[config.mk]
export PLATFORM = sky130hd
export DESIGN_NAME = psdiv_ctrl
export DESIGN_NICKNAME = d
export VERILOG_FILES = /design/src/rtl/psdiv_pkg.sv /design/src/rtl/psdiv_cfg_chk.sv /design/src/rtl/psdiv_fsm.sv /design/src/rtl/psdiv_ctrl.sv
export SDC_FILE = /design/constraint.sdc
export NUM_CORES = 1
export LEC_CHECK = 0
export BUFFER_PORTS_ARGS = -buffer_cell sky130_fd_sc_hd__buf_4
export CORE_UTILIZATION = 45
export CTS_CLUSTER_SIZE = 16
export DETAILED_ROUTE_END_ITERATION = 10
export HOLD_SLACK_MARGIN = 0.12
export PLACE_DENSITY = 0.67
export SYNTH_ARGS = -nofsm -noshare
export SYNTH_HDL_FRONTEND = slang
export SYNTH_SLANG_ARGS = --single-unit
export TNS_END_PERCENT = 100
[constraint.sdc]
create_clock -name clk -period 2.9 [get_ports clk]
set_input_delay 0.145 -clock clk [delete_from_list [all_inputs] [get_ports clk]]
set_output_delay 0.145 -clock clk [all_outputs]
set_load 0.01 [all_outputs]
[src/rtl/psdiv_pkg.sv]
package psdiv_pkg;

    typedef enum logic [1:0] {
        ST_LOAD    = 2'd0,
        ST_SWALLOW = 2'd1,
        ST_MAIN    = 2'd2
    } psdiv_state_e;

endpackage

[src/rtl/psdiv_cfg_chk.sv]
module psdiv_cfg_chk #(
    parameter int A_W        = 7,
    parameter int B_W        = 11,
    parameter int B_MIN_NAR  = 384,
    parameter int B_MAX_NAR  = 399,
    parameter int A_MAX_NAR  = 64,
    parameter int B_MIN_WID  = 192,
    parameter int B_MAX_WID  = 199,
    parameter int A_MAX_WID  = 127
) (
    input  logic [A_W-1:0] a_i,
    input  logic [B_W-1:0] b_i,
    input  logic           wide_i,
    output logic           bad_o
);
    localparam logic [B_W-1:0] BLO_N = B_W'(B_MIN_NAR);
    localparam logic [B_W-1:0] BHI_N = B_W'(B_MAX_NAR);
    localparam logic [B_W-1:0] BLO_W = B_W'(B_MIN_WID);
    localparam logic [B_W-1:0] BHI_W = B_W'(B_MAX_WID);
    localparam logic [B_W-1:0] AMX_N = B_W'(A_MAX_NAR);
    localparam logic [B_W-1:0] AMX_W = B_W'(A_MAX_WID);

    logic [B_W-1:0] a_ext;
    logic           b_out;
    logic           a_out;

    always_comb begin
        a_ext = {{(B_W-A_W){1'b0}}, a_i};
        if (wide_i) begin
            b_out = (b_i < BLO_W) || (b_i > BHI_W);
            a_out = (a_ext > AMX_W);
        end else begin
            b_out = (b_i < BLO_N) || (b_i > BHI_N);
            a_out = (a_ext > AMX_N);
        end
        bad_o = b_out || a_out || (a_ext > b_i);
    end

endmodule

[src/rtl/psdiv_fsm.sv]
module psdiv_fsm
    import psdiv_pkg::*;
#(
    parameter int A_W = 7,
    parameter int B_W = 11
) (
    input  logic           clk,
    input  logic           rst_n,
    input  logic [A_W-1:0] a_i,
    input  logic [B_W-1:0] b_i,
    input  logic           wide_i,
    output logic           mod_hi_o,
    output logic           pulse_o,
    output logic           wide_q_o
);
    localparam logic [A_W-1:0] A_ONE = A_W'(1);
    localparam logic [B_W-1:0] B_ONE = B_W'(1);

    psdiv_state_e   state_q, state_d;
    logic [A_W-1:0] a_rem;
    logic [B_W-1:0] b_rem;
    logic           load;
    logic           last;

    // next-state process
    always_comb begin
        last    = (b_rem <= B_ONE);
        load    = 1'b0;
        state_d = state_q;
        unique case (state_q)
            ST_LOAD:    load = 1'b1;
            ST_SWALLOW: begin
                if (last)                load    = 1'b1;
                else if (a_rem <= A_ONE) state_d = ST_MAIN;
            end
            ST_MAIN:    if (last) load = 1'b1;
            default:    load = 1'b1;
        endcase
        if (load) state_d = (a_i != '0) ? ST_SWALLOW : ST_MAIN;
    end

    // state register with counters and the sampled select
    always_ff @(posedge clk or negedge rst_n) begin
        if (!rst_n) begin
            state_q  <= ST_LOAD;
            a_rem    <= '0;
            b_rem    <= '0;
            wide_q_o <= 1'b0;
            pulse_o  <= 1'b0;
        end else begin
            state_q <= state_d;
            pulse_o <= load && (state_q != ST_LOAD);
            if (load) begin
                a_rem    <= a_i;
                b_rem    <= b_i;
                wide_q_o <= wide_i;
            end else begin
                b_rem <= b_rem - B_ONE;
                if (state_q == ST_SWALLOW) a_rem <= a_rem - A_ONE;
            end
        end
    end

    // output process
    always_comb begin
        mod_hi_o = (state_q == ST_SWALLOW);
    end

    // the cycle pulse never lasts two clocks
    a_r10_pulse_single: assert property (@(posedge clk) disable iff (!rst_n)
        pulse_o |=> !pulse_o);

    // the upper modulus only starts at a cycle boundary
    a_r3_mod_rise_at_boundary: assert property (@(posedge clk) disable iff (!rst_n)
        ($rose(mod_hi_o) && ($past(state_q) != ST_LOAD)) |-> pulse_o);

    // the swallow run never outlasts the main count
    a_r3_swallow_within_main: assert property (@(posedge clk) disable iff (!rst_n)
        (state_q == ST_SWALLOW) |-> ((a_rem != '0) && ({{(B_W-A_W){1'b0}}, a_rem} <= b_rem)));

    // the applied select moves only at a cycle boundary
    a_r7_sel_at_boundary: assert property (@(posedge clk) disable iff (!rst_n)
        !$stable(wide_q_o) |-> (pulse_o || ($past(state_q) == ST_LOAD)));

endmodule

[src/rtl/psdiv_ctrl.sv]
module psdiv_ctrl #(
    parameter int A_W        = 7,
    parameter int B_W        = 11,
    parameter int B_MIN_NAR  = 384,
    parameter int B_MAX_NAR  = 399,
    parameter int A_MAX_NAR  = 64,
    parameter int B_MIN_WID  = 192,
    parameter int B_MAX_WID  = 199,
    parameter int A_MAX_WID  = 127
) (
    input  logic           clk,
    input  logic           rst_n,
    input  logic [A_W-1:0] swallow_i,
    input  logic [B_W-1:0] main_i,
    input  logic           wide_sel_i,
    output logic           mod_ctl_o,
    output logic           div_pulse_o,
    output logic           wide_sel_q_o,
    output logic           cfg_err_o
);

    psdiv_fsm #(.A_W(A_W), .B_W(B_W)) u_fsm (
        .clk      (clk),
        .rst_n    (rst_n),
        .a_i      (swallow_i),
        .b_i      (main_i),
        .wide_i   (wide_sel_i),
        .mod_hi_o (mod_ctl_o),
        .pulse_o  (div_pulse_o),
        .wide_q_o (wide_sel_q_o)
    );

    psdiv_cfg_chk #(
        .A_W(A_W), .B_W(B_W),
        .B_MIN_NAR(B_MIN_NAR), .B_MAX_NAR(B_MAX_NAR), .A_MAX_NAR(A_MAX_NAR),
        .B_MIN_WID(B_MIN_WID), .B_MAX_WID(B_MAX_WID), .A_MAX_WID(A_MAX_WID)
    ) u_chk (
        .a_i    (swallow_i),
        .b_i    (main_i),
        .wide_i (wide_sel_i),
        .bad_o  (cfg_err_o)
    );

    // nothing toggles toward the prescaler while reset is held
    always_comb begin
        if (!rst_n) a_r1_quiet_in_reset: assert (!div_pulse_o && !mod_ctl_o);
    end

endmodule

==> run metrics <==
critical path capture point=cfg_err_o; total wirelength of the detailed-routed design=2.70 mm; most common cell in the synthesized netlist=dfrtp_1; wire length per cell=12.9 um; first-pass GRT wire length=4.30 mm; post-CTS sizing=0; hold crit path type=input pin to asynchronous set/reset pin; final hold viol count=0; critical path data required time=2.76 ns; via count of the first global-routing pass=1,016; final setup TNS=0 ns; CP delay by family, top=buffers and inverters; CP Depth=7; Multi-input gate area=633 um2; maximum fanout encountered on the critical timing path=2; number of detailed-route iterations in the first pass=4; syn_nets=160; TritonCTS Buffers=3; prevailing post-synth register cell=dfrtp_1; antenna diode instance count=0; buffers plus inverters on the worst setup path=3; fillers=206; Initial DRC Count=29; outcome=finished clean; Synth Cell Area=1250 um2; dpl cell area=1470 um2; routed vias=1,071; mean number of vias per cell=5.12; level count of the clock H-tree=1; max_slew headroom=49.9%; number of I/O port buffers=24; buffers from clock root to sink, at most=2; Worst setup EP type=primary output; largest stage delay on the critical path=0.53 ns; end-of-flow core utilization=67.7%; Crit Reg-Reg Startpoint=u_fsm.b_rem[1]; area of all sequential standard cells=551 um2; launching instance or port of the critical path=swallow_i[0]; detailed placement HPWL=1.88 mm; final worst path period need=2.26 ns; CTS clock-pin slew for the worst setup and hold paths=0.14 ns; Avg Synthesized Cell Area=9.38 um2; total placed cells including tap cells=185; Post-CTS Repair Setup Buffers=0; die boundary height=54.7 um; total clock sinks=22; post-detailed-route DRC marker count=0; chip width=54.7 um; max-cap violations=0; global route overflow=0; period utilisation layout=78.0%; cell with the most instances on the worst path=buf_4; register-to-register setup slack=0.91 ns; IR drop worst, VDD=0.000720 V; Worst setup SP type=input pin; worst reg2reg path depth=7; type of the worst setup path=input pin to primary output; setup repair after global routing missed its margin=false; die outline area=2990 um2; largest area contributor in the netlist=dfrtp_1; clock tree from TritonCTS=done; most used standard cells in the synthesized netlist=22 x dfrtp_1, 20 x nor2_1, 14 x inv_1; leakage power=0.769 nW; antenna violations before repair=0; sequential share of the synthesized area=44.1%; fraction of post-synthesis cell area in the top cell type by area=44.1%; flops & latches, synth=22; critical path cell sequence=dlygate4sd3_1, buf_4, or4_4, o31a_1, nor4b_2, o2111ai_1, buf_4; pin count of the biggest net entering global routing=23; total routing resource utilization after global routing=20.3%; total design power=1.71 mW; critical register-to-register path endpoint=u_fsm.b_rem[5]; root buffer cell=clkbuf_4; Slew Limit Fails=0; effective utilization at floorplan=49.0%; main area contributors after synthesis=dfrtp_1 44%, ha_1 6.0%, nor2_1 6.0%; arrival time of data at the critical path endpoint=2.12 ns; clock network latency to the later pin of the worst-skew pair=0.32 ns; number of nets with antenna violations after detailed routing=0; post-layout instance area=1720 um2; Routability Congestion=0.724; layout cell share with drive strength beyond 1=19.0%; final std cells w/o fill=209; Post-synth EDFFs=0; total of warnings raised by yosys=0; num rows=18; final setup vio count=0; Unique masters post-synth=32; Async S/R FF share, synth=100%; actual transition at the worst max-transition pin=0.751 ns; skew final=0.00890 ns; Max Clock Freq=442 MHz; slowest stage cell on the critical path=dlygate4sd3_1; core outline area=2540 um2; total I/O pin count=25; number of standard cells after synthesis=133; ratio of total power to cell area=995 nW/um2; number of nets in the layout=207; relative area change from synthesis to final layout=38.0%
## logic make-up after synthesis
kind of cell	after synthesis	share of synthesized area [%]
flops	22	44.1
xor+xnor	14	9.83
simple gates	44	18.7
mux	4	3.51
fa+ha+maj	6	6.02
buf+inv	18	5.72
compound gates	25	12.1
## metal layers
metal | routed length, um | vias up | global-route usage [%] | part of all wire (%)
met2 | 1310 | 29 | 32.9 | 49
met4 | 37 | 0 | 9.40 | 1.4
met5 | 0 | - | 0 | 0
met3 | 102 | 7 | 3.06 | 3.8
li1 | - | 547 | - | -
met1 | 1250 | 488 | 26.3 | 46
## flip-flops by register name, indices dropped and copies added, names as in the netlist
register	count
u_fsm.state_q	2
u_fsm.a_rem	7
u_fsm.wide_q_o	1
u_fsm.b_rem	11
u_fsm.pulse_o	1
## where the power goes
group          internal, mW  switching (mW)  leakage [nW]  total (mW)
logic                 0.400           0.455         0.488       0.855
clock network         0.140           0.102        0.0279       0.241
registers             0.473           0.142         0.253       0.616
total                  1.01           0.700         0.769        1.71
## worst min path at each step
| stage | startpoint | end | slack [ns] | cells after the start |
|---|---|---|---|---|
| floorplan | rst_n | u_fsm.a_rem[0] | -0.15 | 0 |
| global placement | rst_n | u_fsm.b_rem[2] | 0.05 | 1 |
| detailed placement | rst_n | u_fsm.b_rem[2] | 0.05 | 1 |
| CTS | rst_n | u_fsm.pulse_o | 0.24 | 2 |
| global route | rst_n | u_fsm.pulse_o | 0.26 | 2 |
| finish | rst_n | u_fsm.pulse_o | 0.23 | 2 |
## timing repair
action                     4_1_cts  5_1_grt
hold buffers                    20        0
hold endpoints to repair        41        0
setup endpoints to repair        0        0
## worst register-to-register path, cell delays in order (launching register included)
cell,delay [ns]
dfrtp_1,0.41
inv_1,0.08
ha_1,0.18
o21bai_1,0.16
a41oi_2,0.63
buf_4,0.31
nor2_1,0.05
a21oi_1,0.11
## metrics by stage
stage,setup WS [ns],hold slack (ns)
2_1_floorplan,1.28,-0.151
3_3_place_gp,0.963,0.0512
3_5_place_dp,0.921,0.0524
4_1_cts,0.614,0.237
5_1_grt,0.550,0.258
6_report,0.639,0.230
## cell type report
type | count | share of cell area, %
repair buffers | 46 | 23.0
multi-input cells | 93 | 36.8
clock buffers | 3 | 1.31
clock inverters | 1 | 1.74
well taps | 30 | 2.18
flip-flops and latches | 22 | 32.0
inverters | 14 | 3.05
## layout by cell type (no fill, tap or decap)
cell type,Yosys,final
o21ai_1,4,4
xnor2_1,6,6
buf_4,0,26
a31o_1,1,1
nor2b_1,1,1
a21oi_1,12,12
mux2_1,3,3
o2111ai_1,2,2
nor3_1,3,3
a31oi_1,1,1
ha_1,6,6
nand3_1,2,2
nand2_1,6,6
xor2_1,8,8
nand3b_1,1,1
nor4_1,2,2
nor4b_1,2,2
mux2i_1,1,1
or3b_1,1,1
clkbuf_4,0,3
bufinv_16,0,1
a41oi_2,0,1
nor2_1,20,20
or4_4,1,1
dlygate4sd3_1,0,20
nor4b_2,1,1
nand4_1,1,1
dfrtp_1,22,22
o21bai_1,1,1
o21ai_0,1,1
inv_1,14,14
nor3_2,1,1
nor3b_1,2,2
o31a_1,2,2
(Power assumes the default switching activity.)
